File: config.mk
export PLATFORM = sky130hd
export DESIGN_NAME = bx_sync_counter
export DESIGN_NICKNAME = d
export VERILOG_FILES = /design/src/rtl/bxsync_pkg.sv /design/src/rtl/bxn_counter.sv /design/src/rtl/bx0_compare.sv /design/src/rtl/err_tally.sv /design/src/rtl/bx_sync_counter.sv
export SDC_FILE = /design/constraint.sdc
export NUM_CORES = 1
export LEC_CHECK = 0
export ABC_AREA = 1
export BUFFER_PORTS_ARGS = -buffer_cell sky130_fd_sc_hd__buf_2
export CAP_MARGIN = 20
export CORE_MARGIN = 8
export CORE_UTILIZATION = 53
export CTS_CLUSTER_DIAMETER = 50
export DETAILED_ROUTE_END_ITERATION = 10
export PLACE_DENSITY = 0.77
export SKIP_CTS_REPAIR_TIMING = 1
export SYNTH_ARGS = -nofsm -noshare
export SYNTH_HDL_FRONTEND = slang
export SYNTH_SLANG_ARGS = --single-unit
File: constraint.sdc
create_clock -name clk -period 1.8 [get_ports clk]
set_input_delay 0.27 -clock clk [delete_from_list [all_inputs] [get_ports clk]]
set_output_delay 0.27 -clock clk [all_outputs]
set_load 0.005 [all_outputs]
File: src/rtl/bxsync_pkg.sv
package bxsync_pkg;

    // Outcome state held by the comparison stage.
    typedef struct packed {
        logic pulse;
        logic flag;
    } sync_state_t;

    localparam sync_state_t SYNC_IDLE = '{pulse: 1'b0, flag: 1'b0};

endpackage

File: src/rtl/bxn_counter.sv
module bxn_counter #(
    parameter int ORBIT_LEN = 3564,
    parameter int OFS_W     = 12,
    parameter int CNT_W     = 12
) (
    input  logic             clk,
    input  logic             rst_n,
    input  logic             resync_i,
    input  logic [OFS_W-1:0] offset_i,
    output logic [CNT_W-1:0] bxn_o,
    output logic             bx0_o
);
    localparam logic [CNT_W-1:0] LAST = CNT_W'(ORBIT_LEN - 1);

    typedef struct packed {
        logic [CNT_W-1:0] bxn;
    } cnt_state_t;

    cnt_state_t st_d, st_q;
    logic       offset_ok;

    always_comb begin
        st_d      = st_q;
        offset_ok = (32'(offset_i) < 32'(ORBIT_LEN));
        if (resync_i) begin
            st_d.bxn = offset_ok ? CNT_W'(offset_i) : '0;
        end else if (st_q.bxn == LAST) begin
            st_d.bxn = '0;
        end else begin
            st_d.bxn = st_q.bxn + 1'b1;
        end
    end

    always_ff @(posedge clk) begin
        if (!rst_n) st_q <= '0;
        else        st_q <= st_d;
    end

    assign bxn_o = st_q.bxn;
    assign bx0_o = (st_q.bxn == '0);

    a_r2_wrap: assert property (@(posedge clk) disable iff (!rst_n)
        (!resync_i && bxn_o == LAST) |=> (bxn_o == '0));
    a_r2_step: assert property (@(posedge clk) disable iff (!rst_n)
        (!resync_i && bxn_o != LAST) |=> (bxn_o == $past(bxn_o) + 1'b1));
    a_r2_range: assert property (@(posedge clk) disable iff (!rst_n)
        (32'(bxn_o) < 32'(ORBIT_LEN)));
    a_r5_oor_load: assert property (@(posedge clk) disable iff (!rst_n)
        (resync_i && 32'(offset_i) >= 32'(ORBIT_LEN)) |=> bx0_o);

endmodule

File: src/rtl/bx0_compare.sv
module bx0_compare
    import bxsync_pkg::*;
(
    input  logic clk,
    input  logic rst_n,
    input  logic resync_i,
    input  logic bx0_rx_i,
    input  logic bx0_local_i,
    output logic mismatch_o,
    output logic pulse_o,
    output logic flag_o
);
    sync_state_t st_d, st_q;

    always_comb begin
        st_d       = st_q;
        mismatch_o = bx0_rx_i && !bx0_local_i && !resync_i;
        st_d.pulse = mismatch_o;
        if (resync_i) begin
            st_d = SYNC_IDLE;
        end else if (bx0_rx_i) begin
            st_d.flag = !bx0_local_i;
        end
    end

    always_ff @(posedge clk) begin
        if (!rst_n) st_q <= SYNC_IDLE;
        else        st_q <= st_d;
    end

    assign pulse_o = st_q.pulse;
    assign flag_o  = st_q.flag;

    a_r6_pulse_sets_flag: assert property (@(posedge clk) disable iff (!rst_n)
        pulse_o |-> flag_o);
    a_r6_single_cycle: assert property (@(posedge clk) disable iff (!rst_n)
        (pulse_o && !bx0_rx_i) |=> !pulse_o);
    a_r7_hold: assert property (@(posedge clk) disable iff (!rst_n)
        (!bx0_rx_i && !resync_i) |=> $stable(flag_o));
    a_r7_match_clears: assert property (@(posedge clk) disable iff (!rst_n)
        (bx0_rx_i && bx0_local_i) |=> !flag_o);
    a_r9_clear: assert property (@(posedge clk) disable iff (!rst_n)
        resync_i |=> (!flag_o && !pulse_o));

endmodule

File: src/rtl/err_tally.sv
module err_tally #(
    parameter int ERR_W = 16
) (
    input  logic             clk,
    input  logic             rst_n,
    input  logic             clr_i,
    input  logic             inc_i,
    output logic [ERR_W-1:0] count_o
);
    localparam logic [ERR_W-1:0] TOP = '1;

    typedef struct packed {
        logic [ERR_W-1:0] count;
    } tally_state_t;

    tally_state_t st_d, st_q;

    always_comb begin
        st_d = st_q;
        if (clr_i) begin
            st_d.count = '0;
        end else if (inc_i && st_q.count != TOP) begin
            st_d.count = st_q.count + 1'b1;
        end
    end

    always_ff @(posedge clk) begin
        if (!rst_n) st_q <= '0;
        else        st_q <= st_d;
    end

    assign count_o = st_q.count;

    a_r8_saturate: assert property (@(posedge clk) disable iff (!rst_n)
        (!clr_i && count_o == TOP) |=> (count_o == TOP));
    a_r8_step: assert property (@(posedge clk) disable iff (!rst_n)
        (!clr_i && inc_i && count_o != TOP) |=> (count_o == $past(count_o) + 1'b1));
    a_r9_tally_clear: assert property (@(posedge clk) disable iff (!rst_n)
        clr_i |=> (count_o == '0));

endmodule

File: src/rtl/bx_sync_counter.sv
module bx_sync_counter #(
    parameter int ORBIT_LEN = 3564,
    parameter int OFS_W     = 12,
    parameter int ERR_W     = 16,
    localparam int CNT_W    = $clog2(ORBIT_LEN)
) (
    input  logic             clk,
    input  logic             rst_n,
    input  logic             resync_i,
    input  logic             bx0_rx_i,
    input  logic [OFS_W-1:0] offset_i,
    output logic [CNT_W-1:0] bxn_o,
    output logic             bx0_local_o,
    output logic             sync_err_pulse_o,
    output logic             sync_err_flag_o,
    output logic [ERR_W-1:0] sync_err_count_o
);
    logic mismatch;

    bxn_counter #(
        .ORBIT_LEN (ORBIT_LEN),
        .OFS_W     (OFS_W),
        .CNT_W     (CNT_W)
    ) u_counter (
        .clk      (clk),
        .rst_n    (rst_n),
        .resync_i (resync_i),
        .offset_i (offset_i),
        .bxn_o    (bxn_o),
        .bx0_o    (bx0_local_o)
    );

    bx0_compare u_compare (
        .clk         (clk),
        .rst_n       (rst_n),
        .resync_i    (resync_i),
        .bx0_rx_i    (bx0_rx_i),
        .bx0_local_i (bx0_local_o),
        .mismatch_o  (mismatch),
        .pulse_o     (sync_err_pulse_o),
        .flag_o      (sync_err_flag_o)
    );

    err_tally #(
        .ERR_W (ERR_W)
    ) u_tally (
        .clk     (clk),
        .rst_n   (rst_n),
        .clr_i   (resync_i),
        .inc_i   (mismatch),
        .count_o (sync_err_count_o)
    );

    // pulse and count step together on every mismatch below saturation
    a_r8_pulse_counts: assert property (@(posedge clk) disable iff (!rst_n)
        (sync_err_pulse_o && !$past(resync_i) && $past(sync_err_count_o) != '1)
        |-> (sync_err_count_o != '0));
    // local BX0 agrees with the published number
    a_r3_local_bx0: assert property (@(posedge clk) disable iff (!rst_n)
        (bx0_local_o == (bxn_o == '0)));

endmodule

Word-level counts from Yosys, hierarchy flattened
Index checks and enable logic that the tools add are counted.
{ "op_classes": {"add_sub_neg": 2, "magnitude_cmp": 1, "eq_ne": 2, "muxes": 3, "n_bitwise": 1, "n_reduce_logical": 7} }
{ "op_table": {"columns": ["operator", "n"], "rows": [
  ["12-bit two-way mux", 3],
  ["16-bit by 1-bit adder with 16-bit output, second input constant", 1],
  ["16-bit inequality test, second input constant", 1],
  ["12-bit by 1-bit adder with 12-bit output, second input constant", 1],
  ["12-bit == test, second input constant", 1],
  ["12-bit zero test", 1],
  ["12-bit < comparator, second input constant", 1],
  ["1-bit logical AND", 3],
  ["1-bit zero test", 2],
  ["2-bit OR reduction", 1],
  ["1-bit NOT", 1]
]} }
{ "word_totals": {"regBits": 30, "in_bits": 16, "output_inout_bits": 31, "wordCells": 20} }

Logic depth before layout (Yosys ltp)
Gate-level depths: netlist (run 1).
{ "logic_depth": {"word_depth": 5, "depth_mapped": 10, "depth_no_buf": 9} }

Hierarchy
A second synthesis (run 1) with hierarchy kept.
{ "unflattened": {"cells_unflattened": 318, "area_unflattened_um2": 1931.9} }
{ "by_module_without_submodules": {"columns": ["module", "instances", "cells_per_inst", "area_each_um2"], "rows": [
  ["bxn_counter", 1, 150, 932.1],
  ["err_tally", 1, 153, 910.9],
  ["bx0_compare", 1, 15, 88.8]
]} }

Least setup slack after synthesis (run 1)
Ideal clock, no wire load.
{ "synth_timing": {"kind": "flip-flop to flip-flop", "start": "reg u_tally.st_q (netlist bit u_tally.count_o[0])", "end": "reg u_tally.st_q (netlist bit u_tally.count_o[5])", "setup_ps": 123, "arrival_time_ps": 1278, "required_time_ps": 1677, "slack_ps": 399, "path_stages_with_launch": 10, "path_buffers": 1, "synth_period_minus_slack_ps": 1401, "cell_sequence": "dfxtp_1 ha_1 nand3_2 inv_2 nand3_1 nor2_2 nor2_4 buf_6 nand2_1 a21oi_2"} }
{ "synth_between": {"elab_chain_len": 2, "elab_cells_between_ends": 3} }
{ "synth_lines": {"columns": ["item", "line_no", "rtl"], "rows": [
  ["start, declared", "err_tally.sv:16", "tally_state_t st_d, st_q;"],
  ["start signal, assigned", "err_tally.sv:29", "else st_q <= st_d;"],
  ["branches (longest 2 deep; another with 16-bit by 1-bit adder with 16-bit output)", null, null]
]} }
Parallel ways; which one is timed is not known.
A chain may end at the register's enable or synchronous reset.

Final worst setup path (run 1)
{ "layout_timing": {"start": "reg u_counter.st_q (netlist bit u_counter.bxn_o[2])", "end": "out bx0_local_o"} }
{ "layout_between": {"elab_chain_len": 1} }
{ "layout_lines": {"columns": ["item", "line_no", "rtl"], "rows": [
  ["start, declared", "bxn_counter.sv:19", "cnt_state_t st_d, st_q;"],
  ["start signal, assigned", "bxn_counter.sv:36", "else st_q <= st_d;"],
  ["12-bit zero test", "bxn_counter.sv:40", "assign bx0_o = (st_q.bxn == '0);"],
  ["end, declared", "bx_sync_counter.sv:13", "output logic bx0_local_o,"]
]} }
No other way between the ends.

==> results of run 1 <==
==> where the power goes <==
group | internal, W | switching, W | total [W]
registers | 0.000682 | 0.0000223 | 0.000705
clock network | 0.000140 | 0.000226 | 0.000366
logic | 0.0000750 | 0.000114 | 0.000189
total | 0.000897 | 0.000362 | 0.00126
==> cell usage in the layout (no fill, tap or decap), types with 4 or more instances in the layout <==
master    count
nor2_2        6
dfxtp_1      30
nand2_1      94
a21oi_2       7
xor2_1        5
nand4_1      13
inv_1        29
nand3b_1      6
a21oi_1      26
clkbuf_4      5
nand3_1      20
inv_2         4
nor2_1       32
buf_2        46
==> worst paths after layout <==
path / slack (ns) / endpoint
worst max register to register: 0.27 / u_tally.count_o[2]$_SDFFE_PP0P_
worst max-delay path: 0.16 / bx0_local_o
worst min register to register: 0.47 / u_compare.flag_o$_SDFFE_PP0P_
worst min-delay path: 0.22 / u_counter.bxn_o[0]$_SDFF_PN0_
==> registers in the layout, summed over array words and instances (netlist names) <==
| signal | cells |
|---|---|
| u_counter.bxn_o | 12 |
| u_tally.count_o | 16 |
| u_compare.flag_o | 1 |
| u_compare.pulse_o | 1 |
==> final cells by class <==
type	count	area, um^2	area share
Clock buffer	5	37.5	0.0167
Clock inverter	2	10.0	0.00446
Inverter	34	128	0.0568
Multi-Input combinational cell	230	1160	0.515
Sequential cell	30	601	0.267
Tap cell	48	60.1	0.0267
Timing Repair Buffer	49	253	0.113
==> per-stage QoR <==
stage | instance area, um^2 | power [W] | hold slack (ns) | cells | setup slack [ns]
floorplan | 1940 | 0.000844 | 0.432 | 302 | 0.399
global placement | 2200 | 0.000907 | 0.457 | 391 | 0.320
detailed placement | 2200 | 0.000910 | 0.460 | 391 | 0.271
CTS | 2240 | 0.00127 | 0.206 | 398 | 0.0845
global route | 2250 | 0.00133 | 0.211 | 398 | 0.0108
finish | 2250 | 0.00126 | 0.218 | 398 | 0.155
==> routing by layer <==
layer | track usage | share of wire | vias up
met3 | 0.0495 | 0.060 | 5
met1 | 0.171 | 0.43 | 930
met2 | 0.300 | 0.51 | 48
met5 | 0 | 0 | -
met4 | 0.0404 | 0.0088 | 0
li1 | - | - | 1060
==> worst max-delay path, cell delays in order, from the launching register on <==
cell	delay [ns]
dfxtp_1	0.37
nor2_1	0.14
nand2_1	0.08
nor2_2	0.20
nand2_4	0.10
inv_1	0.06
buf_2	0.10
==> cell families (layout without fill, tap and decap cells) <==
logic type / after synthesis / count (layout) / synth area share
and+or+nand+nor: 182 / 182 / 0.431
buffers and inverters: 42 / 90 / 0.0931
AOI/OAI and AO/OA: 37 / 37 / 0.111
DFF: 30 / 30 / 0.310
xor gates and xnor gates: 8 / 8 / 0.0362
adders and majority gates: 3 / 3 / 0.0194
==> results.sh, run 1 <==
export IMPL_status="finished clean"
export IMPL_finalSetupTns_ns=0
export IMPL_insertion_delay_ns=0.32
export IMPL_routedWlPerCell_um=12.0
export IMPL_r2r_start="u_counter.bxn_o[0]$_SDFF_PN0_"
export IMPL_p_leak_nw=1.02
export IMPL_clockRootBuffer="clkbuf_4"
export IMPL_synth_area_leaders="dfxtp_1, nand2_1, a21oi_1"
export IMPL_ys_types=30
export IMPL_clock_path_buffers=2
export IMPL_cts_buffers_inserted=5
export IMPL_crit_path_start="u_counter.bxn_o[2]$_SDFF_PN0_"
export IMPL_num_vias=2043
export IMPL_start_util=0.541
export IMPL_dr_pass1_iters=4
export IMPL_r2r_cells=9
export IMPL_syn_area_per_cell_um2=6.41
export IMPL_endpoint_kind="output port"
export IMPL_path_clk_slew_ns=0.09
export IMPL_yosysTopAreaCell="dfxtp_1"
export IMPL_synth_most_common_cell="nand2_1"
export IMPL_synth_warnings=0
export IMPL_gr_total_overflow=0
export IMPL_portBuffers=46
export IMPL_hold_viol_final=0
export IMPL_syn_to_final_growth_pct=16.0
export IMPL_peakVddDrop_uv=504
export IMPL_grt_max_degree=16
export IMPL_synthArstFlopShare=0
export IMPL_seq_area_frac_synth=0.310
export IMPL_pin_count=47
export IMPL_fin_crit_ns=1.64
export IMPL_grt_pass1_vias=1883
export IMPL_synth_edf_count=0
export IMPL_drive_gt1_frac=0.234
export IMPL_core_area_um2=3580
export IMPL_hpwl_um=3760
export IMPL_gp_congestion=0.886
export IMPL_ys_top_cells_by_count="nand2_1, nor2_1, dfxtp_1, inv_1, a21oi_1"
export IMPL_fp_dieArea_um2=5840
export IMPL_drc=0
export IMPL_syn_nets=321
export IMPL_min_delay_start="offset_i[0]"
export IMPL_num_rows=22
export IMPL_worstPathArrival_ns=1.37
export IMPL_required_ns=1.53
export IMPL_ys_flop_type="dfxtp_1"
export IMPL_maxSlewViolCount=0
export IMPL_critPathLaunchType="flop"
export IMPL_drt_initial_drc_count=115
export IMPL_hold_path_class="input port to flop"
export IMPL_h_tree_depth=2
export IMPL_slew_headroom=0.704
export IMPL_cts_tree="yes"
export IMPL_setup_viol=0
export IMPL_fill_cells=354
export IMPL_post_route_util=0.628
export IMPL_finalClockSkew_ns=0.0166
export IMPL_rsz0062_at_grt="no"
export IMPL_fin_crit_sh=0.914
export IMPL_worstMarginPinSlew_ns=0.443
export IMPL_synth_cells=302
export IMPL_critPathMaxFanout=6
export IMPL_p_per_area_nw_per_um2=561
export IMPL_antenna_found_initial=0
export IMPL_ys_ff_latch=30
export IMPL_max_clock_freq_mhz=608
export IMPL_ant_nets=0
export IMPL_antenna_diode_count=0
export IMPL_yosysTopAreaCellShare=0.310
export IMPL_drt_total_wl_um=4770
export IMPL_grtUsageTotal=0.161
export IMPL_final_nets=369
export IMPL_dieWidth_um=76.4
export IMPL_die_y_um=76.4
export IMPL_hold_depth=3
export IMPL_via_per_inst=5.13
export IMPL_maxCapViolCount=0
export IMPL_cts_sinks=30
export IMPL_critical_path_class="flop to output port"
export IMPL_grt_pass1_wl_um=8040
export IMPL_synth_cell_area_um2=1940
No activity file was read; power rests on OpenSTA's default activity.
==> inputs of run 2 (changes only) <==
CORE_ASPECT_RATIO = 0.7   (was unset)
SYNTH_HIERARCHICAL = 1   (was unset)
==> results.sh, run 2 <==
export IMPL_status="finished clean"
export IMPL_synth_compound_area_frac=0.0823
export IMPL_setup_viol=0
export IMPL_synth_area_leaders="dfxtp_1, nand2_1, nor2_1"
export IMPL_fin_crit_sh=0.953
export IMPL_cts_tree="yes"
export IMPL_maxCapViolCount=0
export IMPL_gr_total_overflow=0
export IMPL_syn_to_final_growth_pct=28.0
export IMPL_antenna_found_initial=0
export IMPL_ys_flop_type="dfxtp_1"
export IMPL_drive_gt1_frac=0.268
export IMPL_worstPathArrival_ns=1.88
export IMPL_drt_initial_drc_count=226
export IMPL_cp_cell_sequence="nor4_1 > nand3_1 > nor2_2 > inv_1 > nand2_2 > nor2_4 > buf_4 > nand2_2 > nor2_1 > a21oi_1 > nor2_1"
export IMPL_critPathMaxFanout=5
export IMPL_yosysTopAreaCell="dfxtp_1"
export IMPL_drc=0
export IMPL_synth_most_common_cell="nand2_1"
export IMPL_die_y_um=66.5
export IMPL_synth_edf_count=0
export IMPL_peakVddDrop_uv=563
export IMPL_path_clk_slew_ns=0.07
export IMPL_grt_max_degree=17
export IMPL_internal_power_w=0.00123
export IMPL_largest_reg_flops=16
export IMPL_synthXorXnorAreaFrac=0.0181
export IMPL_max_clock_freq_mhz=583
export IMPL_dp_slack_ns=0.0844
export IMPL_grtUsageTotal=0.188
export IMPL_h_tree_depth=2
export IMPL_power_w=0.00163
export IMPL_fp_dieArea_um2=5860
export IMPL_dieWidth_um=88.2
export IMPL_gp_congestion=0.935
export IMPL_dp_cells=423
export IMPL_core_area_um2=3510
export IMPL_fill_cells=301
export IMPL_grt_pass1_wl_um=8600
export IMPL_insertion_delay_ns=0.28
export IMPL_muxShareOfSynthArea=0
export IMPL_antenna_diode_count=0
export IMPL_synth_cells=318
export IMPL_final_area_um2=2470
export IMPL_slowest_delay_ns=0.35
export IMPL_critPathLaunchType="flop"
export IMPL_synth_simple_area_share=0.484
export IMPL_synth_cell_area_um2=1930
export IMPL_met2_length_um=2160
export IMPL_p_leak_nw=1.10
export IMPL_via_per_inst=5.20
export IMPL_hold_viol_final=0
export IMPL_seq_area_frac_synth=0.311
export IMPL_ant_nets=0
export IMPL_met1Wirelength_um=2940
export IMPL_grt_pass1_vias=1815
export IMPL_synthArstFlopShare=0
export IMPL_cts_sinks=30
export IMPL_cts_buffers_inserted=5
export IMPL_p_clk_frac=0.426
export IMPL_slew_headroom=0.538
export IMPL_critical_path_class="flop to flop"
export IMPL_top_layer="met4"
export IMPL_synthAdderAreaFrac=0.0194
export IMPL_crit_slowest_cell="dfxtp_1"
export IMPL_final_cell_mix="nand2_1, nor2_1, buf_2"
export IMPL_required_ns=1.97
export IMPL_routedWlPerCell_um=13.1
export IMPL_num_rows=18
export IMPL_place_area_um2=2310
export IMPL_yosysTopAreaCellShare=0.311
export IMPL_start_util=0.550
export IMPL_pwr_share_comb=0.147
export IMPL_worstMarginPinSlew_ns=0.692
export IMPL_syn_nets=337
export IMPL_syn_area_per_cell_um2=6.08
export IMPL_dr_wl_met3_um=511
export IMPL_final_nets=400
export IMPL_clock_path_buffers=2
export IMPL_synth_warnings=6
export IMPL_portBuffers=46
export IMPL_p_per_area_nw_per_um2=660
export IMPL_clockRootBuffer="clkbuf_8"
export IMPL_drt_total_wl_um=5670
export IMPL_synth_top_family_by_area="simple AND/OR/NAND/NOR gates"
export IMPL_pin_count=47
export IMPL_dr_pass1_iters=5
export IMPL_power_net_switching_w=0.000404
export IMPL_finalClockSkew_ns=0.00700
export IMPL_crit_family="simple AND/OR/NAND/NOR gates"
export IMPL_maxSlewViolCount=0
export IMPL_fin_ws_ns=0.0854
export IMPL_ys_types=23
export IMPL_hpwl_um=4360
export IMPL_ys_ff_latch=30
export IMPL_endpoint_kind="flop"
export IMPL_p_sw_frac=0.248
export IMPL_path_buf_inv=2
export IMPL_hold_path_class="input port to flop"
export IMPL_fin_crit_ns=1.71
export IMPL_ys_top_cells_by_count="nand2_1, nor2_1, inv_1, dfxtp_1"
export IMPL_layout_cells_non_filler=431
export IMPL_seqPwrFrac=0.428
export IMPL_num_vias=2242
export IMPL_final_common_cell="nand2_1"
run 2: through the flow:
stage                     utilization  TNS [ns]  hold slack, ns
after global placement          0.658         0           0.510
after floorplan                     -         0           0.419
final                           0.704         0           0.304
after global routing            0.704   -0.0111           0.304
after CTS                       0.690         0           0.278
after detailed placement        0.658         0           0.505
run 2: routing by layer:
layer / vias up / track usage
met2: 100 / 0.237
met5: - / 0
li1: 1140 / -
met4: 0 / 0.0503
met3: 5 / 0.0455
met1: 997 / 0.295
run 2: area by class of cell:
type	instances	area (um^2)	share of cell area
Multi-Input combinational cell	247	1210	0.489
Clock inverter	1	30.0	0.0121
Clock buffer	6	82.6	0.0334
Sequential cell	30	603	0.244
Tap cell	50	62.6	0.0253
Inverter	34	128	0.0516
Timing Repair Buffer	63	358	0.145
run 2: cell families (layout without fill, tap and decap cells):
group | after synthesis | after routing
AO/OA/AOI/OAI | 31 | 31
XOR/XNOR | 4 | 4
adder cells (fa/ha/maj) | 3 | 3
buffers and inverters | 41 | 104
flip-flops | 30 | 30
AND/OR/NAND/NOR | 209 | 209
run 2: path summary, 6_finish.rpt:
check / from / end / slack, ns / cells after the start
setup / recovery: u_counter/bxn_o[10]$_SDFF_PN0_ / u_tally/count_o[7]$_SDFFE_PP0P_ / 0.09 / 11
hold / removal: bx0_rx_i / u_compare/flag_o$_SDFFE_PP0P_ / 0.30 / 4
setup reg to reg: u_counter/bxn_o[10]$_SDFF_PN0_ / u_tally/count_o[7]$_SDFFE_PP0P_ / 0.09 / 11
hold reg to reg: u_compare/flag_o$_SDFFE_PP0P_ / u_compare/flag_o$_SDFFE_PP0P_ / 0.53 / 4
run 2: worst register-to-register path, delay by kind of cell (launching register included):
kind,cells,cell delay [ns]
AOI/OAI and AO/OA,1,0.16
buffers and inverters,2,0.22
DFF,1,0.35
and+or+nand+nor,8,0.88
run 2: power groups by stage:
stage	Combinational, W	Sequential, W	Clock, W
final	0.000240	0.000698	0.000694
after global routing	0.000262	0.000699	0.000728
after CTS	0.000229	0.000696	0.000705
after detailed placement	0.000227	0.000711	0
after global placement	0.000225	0.000710	0
after floorplan	0.000110	0.000722	0
==> inputs of run 3 (changes only) <==
SETUP_SLACK_MARGIN = 0.5   (was unset)
==> results.sh, run 3 (synthesis gave the netlist of run 2 again) <==
export IMPL_power_net_switching_w=0.000441
export IMPL_grt_pass1_vias=1991
export IMPL_fp_dieArea_um2=5860
export IMPL_ant_nets=0
export IMPL_fin_ws_ns=0.0654
export IMPL_path_clk_slew_ns=0.07
export IMPL_drt_total_wl_um=6170
export IMPL_h_tree_depth=2
export IMPL_clock_path_buffers=2
export IMPL_max_clock_freq_mhz=576
export IMPL_rsz0062_at_grt="yes"
export IMPL_r2r_start="u_counter/bxn_o[0]$_SDFF_PN0_"
export IMPL_crit_slowest_cell="dfxtp_4"
export IMPL_routedWlPerCell_um=14.3
export IMPL_peakVddDrop_uv=487
export IMPL_status="finished clean"
export IMPL_p_clk_frac=0.406
export IMPL_p_leak_nw=1.14
export IMPL_drive_gt1_frac=0.333
export IMPL_dp_slack_ns=0.115
export IMPL_antenna_found_initial=0
export IMPL_drt_initial_drc_count=282
export IMPL_gp_congestion=0.964
export IMPL_pin_count=47
export IMPL_clockRootBuffer="clkbuf_8"
export IMPL_worstPathArrival_ns=1.92
export IMPL_via_per_inst=5.38
export IMPL_min_delay_start="offset_i[4]"
export IMPL_slowest_delay_ns=0.39
export IMPL_cts_sinks=30
export IMPL_syn_to_final_growth_pct=34.9
export IMPL_grt_pass1_wl_um=9430
export IMPL_fill_cells=293
export IMPL_internal_power_w=0.00118
export IMPL_hpwl_um=4350
export IMPL_start_util=0.550
export IMPL_portBuffers=46
export IMPL_seqPwrFrac=0.436
export IMPL_place_area_um2=2300
export IMPL_hold_worst_slack_ns=0.294
export IMPL_p_per_area_nw_per_um2=622
export IMPL_post_route_util=0.742
export IMPL_drc=0
export IMPL_required_ns=1.99
export IMPL_grtUsageTotal=0.207
export IMPL_cp_cell_sequence="inv_4 > ha_4 > nand3_4 > nor2_4 > inv_2 > nand2_2 > nor2_4 > nand2_2 > inv_2 > nand2_4 > buf_4 > nor2_4 > nand3_1 > nand2_1 > nor2_1"
export IMPL_cpMostUsedCell="nor2_4"
export IMPL_hold_viol_final=0
export IMPL_gr_total_overflow=0
export IMPL_antenna_diode_count=0
export IMPL_maxCapViolCount=0
export IMPL_dr_pass1_iters=5
export IMPL_worstMarginPinSlew_ns=1.06
export IMPL_pwr_share_comb=0.158
export IMPL_path_buf_inv=4
export IMPL_crit_family="simple AND/OR/NAND/NOR gates"
export IMPL_final_common_cell="nand2_1"
export IMPL_fin_crit_ns=1.73
export IMPL_grt_max_degree=21
export IMPL_critPathLaunchType="flop"
export IMPL_insertion_delay_ns=0.29
export IMPL_cts_buffers_inserted=5
export IMPL_cts_tree="yes"
export IMPL_critical_path_class="flop to flop"
export IMPL_dieWidth_um=88.2
export IMPL_largest_reg_flops=16
export IMPL_critPathMaxFanout=5
export IMPL_slew_headroom=0.290
export IMPL_hold_path_class="input port to flop"
export IMPL_endpoint_kind="flop"
export IMPL_setup_viol=0
export IMPL_die_y_um=66.5
export IMPL_fin_crit_sh=0.964
export IMPL_num_rows=18
export IMPL_final_area_um2=2610
export IMPL_num_vias=2319
export IMPL_maxSlewViolCount=0
export IMPL_final_cell_mix="nand2_1, nor2_1, buf_2"
export IMPL_finalClockSkew_ns=0.00704
export IMPL_final_nets=399
export IMPL_crit_path_start="u_counter/bxn_o[0]$_SDFF_PN0_"
export IMPL_p_sw_frac=0.272
export IMPL_core_area_um2=3510
-- run 3: area by class of cell --
class                           instances  area, um^2  share of cell area
Clock buffer                            8         110              0.0422
Inverter                               34         133              0.0509
Multi-Input combinational cell        247        1320               0.506
Sequential cell                        30         618               0.237
Tap cell                               50        62.6              0.0240
Timing Repair Buffer                   62         364               0.140
-- run 3: worst paths after layout --
kind                                      endpoint  slack (ns)  cells past startpoint
hold reg to reg    u_tally/count_o[1]$_SDFFE_PP0P_        0.53                      2
hold / removal       u_counter/bxn_o[4]$_SDFF_PN0_        0.29                      3
setup reg to reg  u_tally/count_o[14]$_SDFFE_PP0P_        0.07                     15
setup / recovery  u_tally/count_o[14]$_SDFFE_PP0P_        0.07                     15
-- run 3: layer usage --
layer / up-vias / wire [um] / track usage
met5: - / 0 / 0
met3: 10 / 559 / 0.0577
met2: 104 / 2600 / 0.276
met4: 0 / 76 / 0.0755
met1: 1066 / 2940 / 0.301
li1: 1139 / - / -
-- run 3: worst reg2reg max path, stage by stage (launching register included) --
cell and delay (ns):
dfxtp_4 0.39, inv_4 0.06, ha_4 0.16, nand3_4 0.06, nor2_4 0.05, inv_2 0.05
nand2_2 0.05, nor2_4 0.12, nand2_2 0.08, inv_2 0.10, nand2_4 0.08, buf_4 0.16
nor2_4 0.09, nand3_1 0.08, nand2_1 0.06, nor2_1 0.05
-- run 3: power by group through the flow --
| stage | clock network, W | logic [W] | registers, W |
|---|---|---|---|
| detailed placement | 0 | 0.000216 | 0.000720 |
| floorplan | 0 | 0.000121 | 0.000724 |
| CTS | 0.000670 | 0.000218 | 0.000705 |
| finish | 0.000658 | 0.000256 | 0.000707 |
| global placement | 0 | 0.000215 | 0.000718 |
| global route | 0.000702 | 0.000281 | 0.000710 |
-- run 3: through the flow --
stage | cells | power, W | setup TNS (ns)
floorplan | 318 | 0.000845 | 0
global placement | 415 | 0.000934 | 0
detailed placement | 415 | 0.000936 | 0
CTS | 423 | 0.00159 | 0
global route | 431 | 0.00169 | -0.141
finish | 431 | 0.00162 | 0
